File: src/rtl/bmx_pkg.sv
package bmx_pkg;
   typedef enum logic [1:0] {
      ST_IDLE = 2'd0,
      ST_ACT  = 2'd1,
      ST_GAP  = 2'd2
   } bmx_state_e;
endpackage

File: src/rtl/bmx_cfg_check.sv
module bmx_cfg_check #(
   parameter int TW = 5
) (
   input  logic [TW-1:0] cs_wr_off,
   input  logic [TW-1:0] cs_rd_off,
   input  logic [TW-1:0] adv_off,
   input  logic [TW-1:0] we_off,
   input  logic [TW-1:0] oe_off,
   input  logic [TW-1:0] wr_access,
   input  logic [TW-1:0] rd_access,
   input  logic [TW-1:0] wr_cycle,
   input  logic [TW-1:0] rd_cycle,
   output logic          cfg_err
);
   localparam int NOFF = 5;

   logic [TW-1:0] offs [NOFF];
   logic [TW:0]   wr_acc_p1;

   assign offs[0]   = cs_wr_off;
   assign offs[1]   = cs_rd_off;
   assign offs[2]   = adv_off;
   assign offs[3]   = we_off;
   assign offs[4]   = oe_off;
   assign wr_acc_p1 = {1'b0, wr_access} + (TW+1)'(1);

   always_comb begin
      cfg_err = 1'b0;
      // every off edge must land strictly inside both cycle lengths
      for (int i = 0; i < NOFF; i++) begin
         if (offs[i] >= wr_cycle || offs[i] >= rd_cycle) cfg_err = 1'b1;
      end
      // strobe and select must outlive the write access tick
      if ({1'b0, we_off} < wr_acc_p1)    cfg_err = 1'b1;
      if ({1'b0, cs_wr_off} < wr_acc_p1) cfg_err = 1'b1;
      // access ticks must exist inside their cycles
      if (wr_access >= wr_cycle || rd_access >= rd_cycle) cfg_err = 1'b1;
   end
endmodule

File: src/rtl/bmx_tick_seq.sv
module bmx_tick_seq
   import bmx_pkg::*;
#(
   parameter int TW          = 5,
   parameter int DW          = 16,
   parameter bit HAS_TIMEOUT = 1'b1,
   parameter int TO_PRELOAD  = 511
) (
   input  logic          clk,
   input  logic          rst_n,
   input  logic          req_valid,
   output logic          req_ready,
   input  logic          req_write,
   input  logic [DW-1:0] req_addr,
   input  logic [DW-1:0] req_wdata,
   input  logic          cfg_err,
   input  logic [TW-1:0] wr_cycle,
   input  logic [TW-1:0] rd_cycle,
   input  logic [TW-1:0] wr_access,
   input  logic [TW-1:0] rd_access,
   input  logic          to_en,
   input  logic          wait_n,
   input  logic [DW-1:0] ad_i,
   output logic          act,
   output logic          cyc_wr,
   output logic [TW-1:0] cnt,
   output logic [DW-1:0] cyc_addr,
   output logic [DW-1:0] cyc_wdata,
   output logic          rsp_done,
   output logic [DW-1:0] rsp_rdata,
   output logic          to_err,
   output logic [DW-1:0] to_addr
);
   localparam int TOW = $clog2(TO_PRELOAD + 1);

   bmx_state_e    state;
   logic [TW-1:0] acc_tick;
   logic [TW-1:0] last_tick;
   logic          stall;
   logic          abort;

   assign act       = (state == ST_ACT);
   assign req_ready = (state != ST_ACT) && !cfg_err;
   assign acc_tick  = cyc_wr ? wr_access : rd_access;
   assign last_tick = (cyc_wr ? wr_cycle : rd_cycle) - TW'(1);
   assign stall     = act && (cnt == acc_tick) && !wait_n;

   always_ff @(posedge clk or negedge rst_n) begin
      if (!rst_n) begin
         state     <= ST_IDLE;
         cnt       <= '0;
         cyc_wr    <= 1'b0;
         cyc_addr  <= '0;
         cyc_wdata <= '0;
         rsp_done  <= 1'b0;
         rsp_rdata <= '0;
      end else begin
         rsp_done <= 1'b0;
         case (state)
            ST_ACT: begin
               if (abort) begin
                  state    <= ST_GAP;
                  rsp_done <= 1'b1;
               end else if (!stall) begin
                  if (!cyc_wr && cnt == rd_access) rsp_rdata <= ad_i;
                  if (cnt == last_tick) begin
                     state    <= ST_GAP;
                     rsp_done <= 1'b1;
                  end else begin
                     cnt <= cnt + TW'(1);
                  end
               end
            end
            default: begin
               if (req_valid && req_ready) begin
                  state     <= ST_ACT;
                  cnt       <= '0;
                  cyc_wr    <= req_write;
                  cyc_addr  <= req_addr;
                  cyc_wdata <= req_wdata;
               end else begin
                  state <= ST_IDLE;
               end
            end
         endcase
      end
   end

   generate
      if (HAS_TIMEOUT) begin : g_to
         logic [TOW-1:0] to_cnt;
         logic           to_flag;
         logic [DW-1:0]  to_adr;
         assign abort   = stall && to_en && (to_cnt == '0);
         assign to_err  = to_flag;
         assign to_addr = to_adr;
         always_ff @(posedge clk or negedge rst_n) begin
            if (!rst_n) begin
               to_cnt  <= TOW'(TO_PRELOAD);
               to_flag <= 1'b0;
               to_adr  <= '0;
            end else begin
               if (!stall)               to_cnt <= TOW'(TO_PRELOAD);
               else if (to_cnt != '0)    to_cnt <= to_cnt - TOW'(1);
               if (abort) begin
                  to_flag <= 1'b1;
                  to_adr  <= cyc_addr;
               end
            end
         end
      end else begin : g_no_to
         assign abort   = 1'b0;
         assign to_err  = 1'b0;
         assign to_addr = '0;
      end
   endgenerate

   // a stall at the access tick freezes the tick counter
   a_r6_hold_on_wait: assert property (@(posedge clk) disable iff (!rst_n)
      (stall && !abort) |=> $stable(cnt) && act);

   // an illegal configuration never lets a cycle begin
   a_r7_no_start: assert property (@(posedge clk) disable iff (!rst_n)
      (!act && cfg_err) |=> !act);
endmodule

File: src/rtl/bmx_pin_drv.sv
module bmx_pin_drv #(
   parameter int TW = 5,
   parameter int DW = 16
) (
   input  logic          clk,
   input  logic          rst_n,
   input  logic          act,
   input  logic          cyc_wr,
   input  logic [TW-1:0] cnt,
   input  logic [DW-1:0] cyc_addr,
   input  logic [DW-1:0] cyc_wdata,
   input  logic [TW-1:0] cs_wr_off,
   input  logic [TW-1:0] cs_rd_off,
   input  logic [TW-1:0] adv_off,
   input  logic [TW-1:0] we_on,
   input  logic [TW-1:0] we_off,
   input  logic [TW-1:0] oe_on,
   input  logic [TW-1:0] oe_off,
   input  logic [TW-1:0] wr_data_on,
   output logic          cs_n,
   output logic          adv_n,
   output logic          we_n,
   output logic          oe_n,
   output logic [DW-1:0] ad_o,
   output logic          ad_en
);
   logic [TW-1:0] cs_off;
   logic          adv_win;

   assign cs_off  = cyc_wr ? cs_wr_off : cs_rd_off;
   assign adv_win = cnt < adv_off;

   always_comb begin
      cs_n  = !(act && cnt < cs_off);
      adv_n = !(act && adv_win);
      we_n  = !(act && cyc_wr && cnt >= we_on && cnt < we_off);
      oe_n  = !(act && !cyc_wr && cnt >= oe_on && cnt < oe_off);
      ad_en = act && (cyc_wr || adv_win);
      if (!act)                            ad_o = '0;
      else if (cyc_wr && cnt >= wr_data_on) ad_o = cyc_wdata;
      else                                  ad_o = cyc_addr;
   end

   // the write strobe only ever belongs to a write cycle
   a_r2_we_write_only: assert property (@(posedge clk) disable iff (!rst_n)
      !we_n |-> cyc_wr);

   // the read strobe only ever belongs to a read cycle
   a_r3_oe_read_only: assert property (@(posedge clk) disable iff (!rst_n)
      !oe_n |-> !cyc_wr);
endmodule

File: src/rtl/bmx_async_bus.sv
module bmx_async_bus #(
   parameter int TW          = 5,
   parameter int DW          = 16,
   parameter bit HAS_TIMEOUT = 1'b1,
   parameter int TO_PRELOAD  = 511
) (
   input  logic          clk,
   input  logic          rst_n,
   input  logic          req_valid,
   output logic          req_ready,
   input  logic          req_write,
   input  logic [DW-1:0] req_addr,
   input  logic [DW-1:0] req_wdata,
   output logic          rsp_done,
   output logic [DW-1:0] rsp_rdata,
   input  logic [TW-1:0] cfg_cs_wr_off,
   input  logic [TW-1:0] cfg_cs_rd_off,
   input  logic [TW-1:0] cfg_adv_off,
   input  logic [TW-1:0] cfg_we_on,
   input  logic [TW-1:0] cfg_we_off,
   input  logic [TW-1:0] cfg_oe_on,
   input  logic [TW-1:0] cfg_oe_off,
   input  logic [TW-1:0] cfg_wr_data_on,
   input  logic [TW-1:0] cfg_wr_access,
   input  logic [TW-1:0] cfg_rd_access,
   input  logic [TW-1:0] cfg_wr_cycle,
   input  logic [TW-1:0] cfg_rd_cycle,
   input  logic          cfg_to_en,
   output logic          cfg_err,
   output logic          bus_cs_n,
   output logic          bus_adv_n,
   output logic          bus_we_n,
   output logic          bus_oe_n,
   output logic [DW-1:0] bus_ad_o,
   output logic          bus_ad_en,
   input  logic [DW-1:0] bus_ad_i,
   input  logic          bus_wait_n,
   output logic          to_err,
   output logic [DW-1:0] to_addr
);
   generate
      if (TW < 2 || TW > 8) begin : g_bad_tw
         $error("bmx_async_bus: TW out of range");
      end
      if (DW < 8) begin : g_bad_dw
         $error("bmx_async_bus: DW too small");
      end
      if (HAS_TIMEOUT && TO_PRELOAD < 1) begin : g_bad_to
         $error("bmx_async_bus: TO_PRELOAD must be positive");
      end
   endgenerate

   logic          act;
   logic          cyc_wr;
   logic [TW-1:0] cnt;
   logic [DW-1:0] cyc_addr;
   logic [DW-1:0] cyc_wdata;

   bmx_cfg_check #(.TW(TW)) u_chk (
      .cs_wr_off (cfg_cs_wr_off),
      .cs_rd_off (cfg_cs_rd_off),
      .adv_off   (cfg_adv_off),
      .we_off    (cfg_we_off),
      .oe_off    (cfg_oe_off),
      .wr_access (cfg_wr_access),
      .rd_access (cfg_rd_access),
      .wr_cycle  (cfg_wr_cycle),
      .rd_cycle  (cfg_rd_cycle),
      .cfg_err   (cfg_err)
   );

   bmx_tick_seq #(
      .TW(TW), .DW(DW), .HAS_TIMEOUT(HAS_TIMEOUT), .TO_PRELOAD(TO_PRELOAD)
   ) u_seq (
      .clk       (clk),
      .rst_n     (rst_n),
      .req_valid (req_valid),
      .req_ready (req_ready),
      .req_write (req_write),
      .req_addr  (req_addr),
      .req_wdata (req_wdata),
      .cfg_err   (cfg_err),
      .wr_cycle  (cfg_wr_cycle),
      .rd_cycle  (cfg_rd_cycle),
      .wr_access (cfg_wr_access),
      .rd_access (cfg_rd_access),
      .to_en     (cfg_to_en),
      .wait_n    (bus_wait_n),
      .ad_i      (bus_ad_i),
      .act       (act),
      .cyc_wr    (cyc_wr),
      .cnt       (cnt),
      .cyc_addr  (cyc_addr),
      .cyc_wdata (cyc_wdata),
      .rsp_done  (rsp_done),
      .rsp_rdata (rsp_rdata),
      .to_err    (to_err),
      .to_addr   (to_addr)
   );

   bmx_pin_drv #(.TW(TW), .DW(DW)) u_drv (
      .clk        (clk),
      .rst_n      (rst_n),
      .act        (act),
      .cyc_wr     (cyc_wr),
      .cnt        (cnt),
      .cyc_addr   (cyc_addr),
      .cyc_wdata  (cyc_wdata),
      .cs_wr_off  (cfg_cs_wr_off),
      .cs_rd_off  (cfg_cs_rd_off),
      .adv_off    (cfg_adv_off),
      .we_on      (cfg_we_on),
      .we_off     (cfg_we_off),
      .oe_on      (cfg_oe_on),
      .oe_off     (cfg_oe_off),
      .wr_data_on (cfg_wr_data_on),
      .cs_n       (bus_cs_n),
      .adv_n      (bus_adv_n),
      .we_n       (bus_we_n),
      .oe_n       (bus_oe_n),
      .ad_o       (bus_ad_o),
      .ad_en      (bus_ad_en)
   );

   // the completion strobe is a single clock wide
   a_r4_done_pulse: assert property (@(posedge clk) disable iff (!rst_n)
      rsp_done |=> !rsp_done);

   // a free request port means the bus is quiet and released
   a_r10_idle_quiet: assert property (@(posedge clk) disable iff (!rst_n)
      req_ready |-> (bus_cs_n && bus_we_n && bus_oe_n && !bus_ad_en));

   // a flagged configuration closes the request port
   a_r7_port_closed: assert property (@(posedge clk) disable iff (!rst_n)
      cfg_err |-> !req_ready);
endmodule

File: config.mk
export PLATFORM = sky130hd
export DESIGN_NAME = bmx_async_bus
export DESIGN_NICKNAME = d
export VERILOG_FILES = /design/src/rtl/bmx_pkg.sv /design/src/rtl/bmx_cfg_check.sv /design/src/rtl/bmx_tick_seq.sv /design/src/rtl/bmx_pin_drv.sv /design/src/rtl/bmx_async_bus.sv
export SDC_FILE = /design/constraint.sdc
export NUM_CORES = 1
export LEC_CHECK = 0
export ABC_AREA = 1
export BUFFER_PORTS_ARGS = -buffer_cell sky130_fd_sc_hd__buf_2
export CAP_MARGIN = 40
export CORE_MARGIN = 4
export CORE_UTILIZATION = 56
export CTS_CLUSTER_SIZE = 14
export DETAILED_ROUTE_END_ITERATION = 10
export PLACE_DENSITY = 0.84
export SYNTH_ARGS = -nofsm -noshare
export SYNTH_HDL_FRONTEND = slang
export SYNTH_SLANG_ARGS = --single-unit
export TNS_END_PERCENT = 100
File: constraint.sdc
create_clock -name clk -period 11.65 [get_ports clk]
set_clock_uncertainty 0.2 [all_clocks]
set_input_delay 3.495 -clock clk [delete_from_list [all_inputs] [get_ports clk]]
set_output_delay 3.495 -clock clk [all_outputs]
set_load 0.03 [all_outputs]
==> impl_metrics.tcl, run 1 <==
set metrics [dict create \
    status "completed" \
    via_per_inst 5.33 \
    drv_slew 0 \
    syn_inst 874 \
    fp.dieArea_sq_um 13600 \
    cp-startpoint "cfg_rd_cycle[4]" \
    postCtsSetupRepairBufs 0 \
    synth-compound-area-share_pct 10.6 \
    power_frac_clock_pct 38.8 \
    ff2ff_path_depth 9 \
    worst_slew_pin_slew_ps 818 \
    wl_per_cell_um 15.0 \
    slowest_delay_ps 620 \
    p_per_area_nw_per_um2 92.7 \
    ys_seq_area_share_pct 31.7 \
    cts-hold-fix-buffers 0 \
    ys_ff_latch 83 \
    reg2reg_setup_slack_ps 8640 \
    synth_top_cell_by_area "dfrtp_1" \
    drtPass1Iterations 5 \
    period_share_pct 82.9 \
    io_buffers 170 \
    gp_congestion 1.00 \
    die_w_um 116 \
    endpoint "req_ready" \
    r2r-end "u_seq.state[1]" \
    start_util_pct 57.5 \
    synth-async-reset-ratio_pct 100 \
    hp-class "reg2reg" \
    cts_tree "done" \
    yosys-top-cells-count "nand2_1 (249), inv_1 (135), ha_1 (103)" \
    synth_xor_xnor_area_share_pct 2.13 \
    rows 39 \
    crit_chain "buf_2, inv_1, ha_1, nand2_1, nand2_1, nand3b_1, nor2_1, nand2_1, nor2_1, nand3_1, nor2_1, nand2_1, nor2_4, buf_2" \
    vias 6272 \
    nFillCells 945 \
    arrival_ps 5960 \
    drv_cap 0 \
    critPathBufInv 3 \
    swShare_pct 28.6 \
    cp.depth 14 \
    ant_nets 0 \
    diodes 0 \
    cts.sinks 83 \
    synth_edf_count 0 \
    power.switching_uw 207 \
    path_class "in2out" \
    clk_pin_slew_ps 60 \
    fin_crit_ps 9650 \
    synth_warnings 0 \
    die_height_um 116 \
    clk_latency_ps 330 \
    cts.htree.levels 3 \
    cp.required_ps 7960 \
    synth_area_sq_um 6590 \
    cts_root_buf "clkbuf_16" \
    synthAdderAreaFrac_pct 19.6 \
    finalWirelength_um 17600 \
    drtIter0Drc 497 \
    synth_mux_area_share_pct 0.608 \
    core_area_sq_um 11500 \
    yosys.cell_count.top_type "nand2_1" \
    grt_use_total_pct 26.1 \
    power_frac_comb_pct 19.9 \
    rsz0062_at_grt "no" \
    start_kind "input port" \
    yosys_most_used_dff "dfrtp_1" \
    synthTopCellsByArea "dfrtp_1 (28%), ha_1 (20%), nand2_1 (14%)" \
    intPower_uw 515 \
    worst_setup_path_end_kind "output pin" \
    tns_ps 0 \
    hold_violations 0 \
    synth_area_per_cell_sq_um 7.54 \
    preCtsSetupSlack_ps 2060 \
    area_growth_pct 18.2 \
    worstPathMaxFanout 35 \
    ir_worst_vdd_uv 80.1 \
    layout.nets 1246 \
    r2r_start "u_seq.state[1]" \
    grt_antenna_before_repair 0 \
    synth-simple-area-share_pct 24.9 \
    pwr-share-seq_pct 41.4 \
    relSlewSlack_pct 45.3 \
    overflow 0 \
    synth_fp_nets 1091 \
    grt_max_degree 48 \
    synthDominantCellAreaShare_pct 28.1 \
    synth_top_family_by_area "simple AND/OR/NAND/NOR gates" \
    setup_viol 0 \
    cp_slowest_cell "nor2_4" \
    grt_pass1_vias 5794 \
    cp_top_family "simple AND/OR/NAND/NOR gates" \
    path_common_cell "nand2_1" \
    cts_buffer_depth 2 \
    grt_pass1_wl_um 28000 \
    cts_resized 0 \
    cts_made_buffers 9 \
    hold_ws_ps 263 \
    ys_types 45 \
    p_leak_uw 0.00456 \
    setup_ws_ps 2000 \
    dp_hpwl_um 13400 \
    drc 0 \
    io_pins 171 \
    drive_gt1_share_pct 21.1 \
    clock.fmax_mhz 104 \
]
-- power by group through the flow --
stage                     registers, uW  logic, uW  clock network [uW]
after CTS                           299        142                 284
after floorplan                     300       85.6                   0
after detailed placement            304        141                   0
after global routing                300        166                 294
final                               299        143                 280
after global placement              304        135                   0
-- kinds of logic (layout without fill, tap and decap cells) --
family                     after synthesis  in the layout
muxes                                    4              4
and+or+nand+nor                        377            377
buffers and inverters                  165            325
xor gates and xnor gates                16             16
adders and majority gates              103            103
DFF                                     83             83
AOI/OAI and AO/OA                      126            126
-- registers in the layout, summed over array words and instances (netlist names), 2 cells and up --
register           count
u_seq.cnt              5
u_seq.cyc_addr        16
u_seq.cyc_wdata       16
u_seq.g_to.to_cnt      9
u_seq.rsp_rdata       16
u_seq.state            2
u_seq.to_addr         16
-- worst min path at each step --
stage	to	startpoint	slack, ps	cells past startpoint
after CTS	u_seq.cyc_wdata[10]	u_seq.cyc_wdata[10]	270	2
final	u_seq.rsp_rdata[8]	u_seq.rsp_rdata[8]	260	2
after floorplan	u_seq.cyc_wdata[0]	u_seq.cyc_wdata[0]	240	2
after global placement	u_seq.to_err	u_seq.to_err	240	2
after global routing	u_seq.cyc_addr[4]	u_seq.cyc_addr[4]	290	2
after detailed placement	u_seq.cyc_wdata[10]	u_seq.cyc_wdata[10]	250	2
-- metal layers --
metal | up-vias | track usage [%] | share of wire [%]
li1 | 3126 | - | -
met1 | 2878 | 36.2 | 43
met2 | 230 | 42.0 | 47
met3 | 38 | 4.87 | 7.3
met4 | 0 | 7.04 | 2.5
met5 | - | 0 | 0
-- cell type report --
class	count	area, sq um	area share, %
clock buffers	11	233	2.99
multi-input cells	626	3810	48.9
repair buffers	173	903	11.6
flip-flops and latches	83	2090	26.8
well taps	143	179	2.30
clock inverters	5	63.8	0.819
inverters	136	510	6.55
-- cell usage in the layout (no fill, tap or decap), types with 4 or more instances in the layout --
master,netlist,routed
nand2_1,249,249
buf_2,11,169
inv_1,135,135
ha_1,103,103
dfrtp_1,74,74
nand3_1,65,65
a21oi_1,46,46
o21ai_0,40,39
nor2_1,35,35
o21ai_1,20,20
xor2_1,10,10
clkbuf_16,0,9
dfstp_2,9,9
xnor2_1,6,6
o21bai_1,6,6
o21ai_2,3,4
mux2i_1,4,4
-- through the flow --
stage | instance area [sq um] | cells | utilization [%] | power (uW)
6_report | 7790 | 1177 | 67.9 | 722
3_5_place_dp | 7490 | 1161 | 65.3 | 444
4_1_cts | 7790 | 1177 | 67.9 | 725
2_1_floorplan | 6590 | 874 | - | 385
5_1_grt | 7790 | 1177 | 67.9 | 759
3_3_place_gp | 7450 | 1159 | 65.0 | 439
-- worst reg2reg max path, delay by kind of cell, from the launching register on --
kind	cells	cell delay, ps
buffers and inverters	2	660
AOI/OAI and AO/OA	1	130
DFF	1	400
and+or+nand+nor	6	1490
No activity file was read; power rests on OpenSTA's default activity.
==> run 2, diff against run 1 <==
--- a/config.mk
+++ b/config.mk
@@ -9,10 +9,10 @@
 export BUFFER_PORTS_ARGS = -buffer_cell sky130_fd_sc_hd__buf_2
 export CAP_MARGIN = 40
 export CORE_MARGIN = 4
-export CORE_UTILIZATION = 56
+export CORE_UTILIZATION = 54
 export CTS_CLUSTER_SIZE = 14
 export DETAILED_ROUTE_END_ITERATION = 10
-export PLACE_DENSITY = 0.84
+export PLACE_DENSITY = 0.81
 export SYNTH_ARGS = -nofsm -noshare
 export SYNTH_HDL_FRONTEND = slang
 export SYNTH_SLANG_ARGS = --single-unit
==> constraint.sdc (replaced) <==
create_clock -name clk -period 9.5 [get_ports clk]
set_clock_uncertainty 0.2 [all_clocks]
set_input_delay 2.85 -clock clk [delete_from_list [all_inputs] [get_ports clk]]
set_output_delay 2.85 -clock clk [all_outputs]
set_load 0.03 [all_outputs]
==> impl_metrics.tcl, run 2 (synthesis gave the netlist of run 1 again) <==
set metrics [dict create \
    dpl.cell_count 1166 \
    gp_congestion 0.912 \
    ir_worst_vdd_uv 96.4 \
    die_height_um 118 \
    p_leak_uw 0.00457 \
    rsz0062_at_grt "no" \
    layout.nets 1247 \
    area_growth_pct 18.4 \
    ant_nets 0 \
    cts.sinks 83 \
    dp_hpwl_um 13000 \
    layout_commonest_cell "nand2_1" \
    power_frac_comb_pct 19.3 \
    diodes 0 \
    io_pins 171 \
    clk_pin_slew_ps 60 \
    drv_slew 0 \
    path_class "in2out" \
    cts_made_buffers 9 \
    drive_gt1_share_pct 21.4 \
    power_frac_clock_pct 39.3 \
    nFillCells 1056 \
    cts_tree "done" \
    die_w_um 118 \
    hp-class "reg2reg" \
    slowest_delay_ps 510 \
    worst_setup_path_end_kind "output pin" \
    postCtsSetupRepairBufs 0 \
    pwr-share-seq_pct 41.4 \
    fin_area_sq_um 7800 \
    status "completed" \
    start_kind "input port" \
    grt_pass1_wl_um 27500 \
    cts.htree.levels 3 \
    fin_util_pct 65.2 \
    final_cell_mix "nand2_1 (249), buf_2 (169), inv_1 (135)" \
    cts-hold-fix-buffers 0 \
    overflow 0 \
    drv_cap 0 \
    drtIter0Drc 358 \
    cts_buffer_depth 2 \
    grt_use_total_pct 23.7 \
    fin_cells 1182 \
    drtPass1Iterations 5 \
    cp_slowest_cell "o21ai_2" \
    grt_max_degree 68 \
    io_buffers 170 \
    cts_root_buf "clkbuf_16" \
    finalWirelength_um 16800 \
    vias 6160 \
    fin_crit_ps 8070 \
    relSlewSlack_pct 46.4 \
    start_util_pct 55.1 \
    intPower_uw 631 \
    hold_violations 0 \
    tns_ps 0 \
    crit_chain "buf_2, ha_1, inv_1, nand2_1, a21oi_1, o21bai_1, a21oi_1, nor2_1, o21ai_2, buf_6, o21ai_0, a21oi_1, buf_2" \
    cts_resized 0 \
    p_per_area_nw_per_um2 113 \
    core_area_sq_um 12000 \
    wl_per_cell_um 14.2 \
    grt_pass1_vias 5694 \
    clk_latency_ps 330 \
    power.switching_uw 253 \
    worst_slew_pin_slew_ps 802 \
    rows 40 \
    arrival_ps 5020 \
    setup_viol 0 \
    swShare_pct 28.6 \
    grt_antenna_before_repair 0 \
    clock.fmax_mhz 124 \
    worstPathMaxFanout 18 \
    fp.dieArea_sq_um 14000 \
    placed_area_sq_um 7500 \
    path_common_cell "a21oi_1" \
    period_share_pct 84.9 \
    via_per_inst 5.21 \
    drc 0 \
    cp.required_ps 6450 \
]
[run 2: cell count changes in the layout (fill, tap and decap cells not counted), moves of 2 or more]
cell / before / now
clkbuf_1: 2 / 0
clkinv_2: 0 / 2
clkinv_4: 3 / 1
inv_6: 0 / 2
[run 2: worst paths after layout]
| kind | startpoint | endpoint | slack, ps | depth (start not counted) |
|---|---|---|---|---|
| max | cfg_wr_data_on[0] | bus_ad_o[6] | 1430 | 13 |
| min | u_seq.rsp_rdata[14] | u_seq.rsp_rdata[14] | 270 | 2 |
| max reg2reg | u_seq.state[1] | u_seq.rsp_done | 6470 | 9 |
| min reg2reg | u_seq.rsp_rdata[14] | u_seq.rsp_rdata[14] | 270 | 2 |
| max in group asynchronous | rst_n | u_seq.g_to.to_cnt[0] | 6290 | 2 |
| min in group asynchronous | rst_n | u_seq.rsp_rdata[10] | 2180 | 1 |
[run 2: area by class of cell]
cell class	instances	area, sq um	share of cell area, %
clock inverters	7	73.8	0.946
multi-input cells	626	3810	48.9
flip-flops and latches	83	2090	26.8
repair buffers	174	907	11.6
inverters	136	510	6.54
clock buffers	9	225	2.89
well taps	147	184	2.36
[run 2: power groups by stage]
stage	registers [uW]	logic, uW	clock network [uW]
finish	366	171	347
global route	367	199	364
CTS	366	171	351
detailed placement	372	170	0
global placement	372	163	0
floorplan	368	105	0
[run 2: metal layers]
metal / wire length (um) / vias to the layer above / global-route usage, %
met2: 7880 / 184 / 38.7
met3: 1150 / 33 / 4.83
met1: 7340 / 2822 / 31.8
li1: - / 3121 / -
met5: 0 / - / 0
met4: 410 / 0 / 7.31
[run 2: metrics by stage]
stage          setup slack, ps  total power, uW  hold WS [ps]
2_1_floorplan             1790              473           237
3_3_place_gp              1420              535           249
3_5_place_dp              1480              543           254
4_1_cts                   1450              889           270
5_1_grt                   1250              930           295
6_report                  1430              884           269
[run 2: worst max-delay path, delay by kind of cell]
family / cells / cell delay, ps
simple gates: 2 / 150
compound gates: 6 / 1110
fa+ha+maj: 1 / 280
buf+inv: 4 / 620
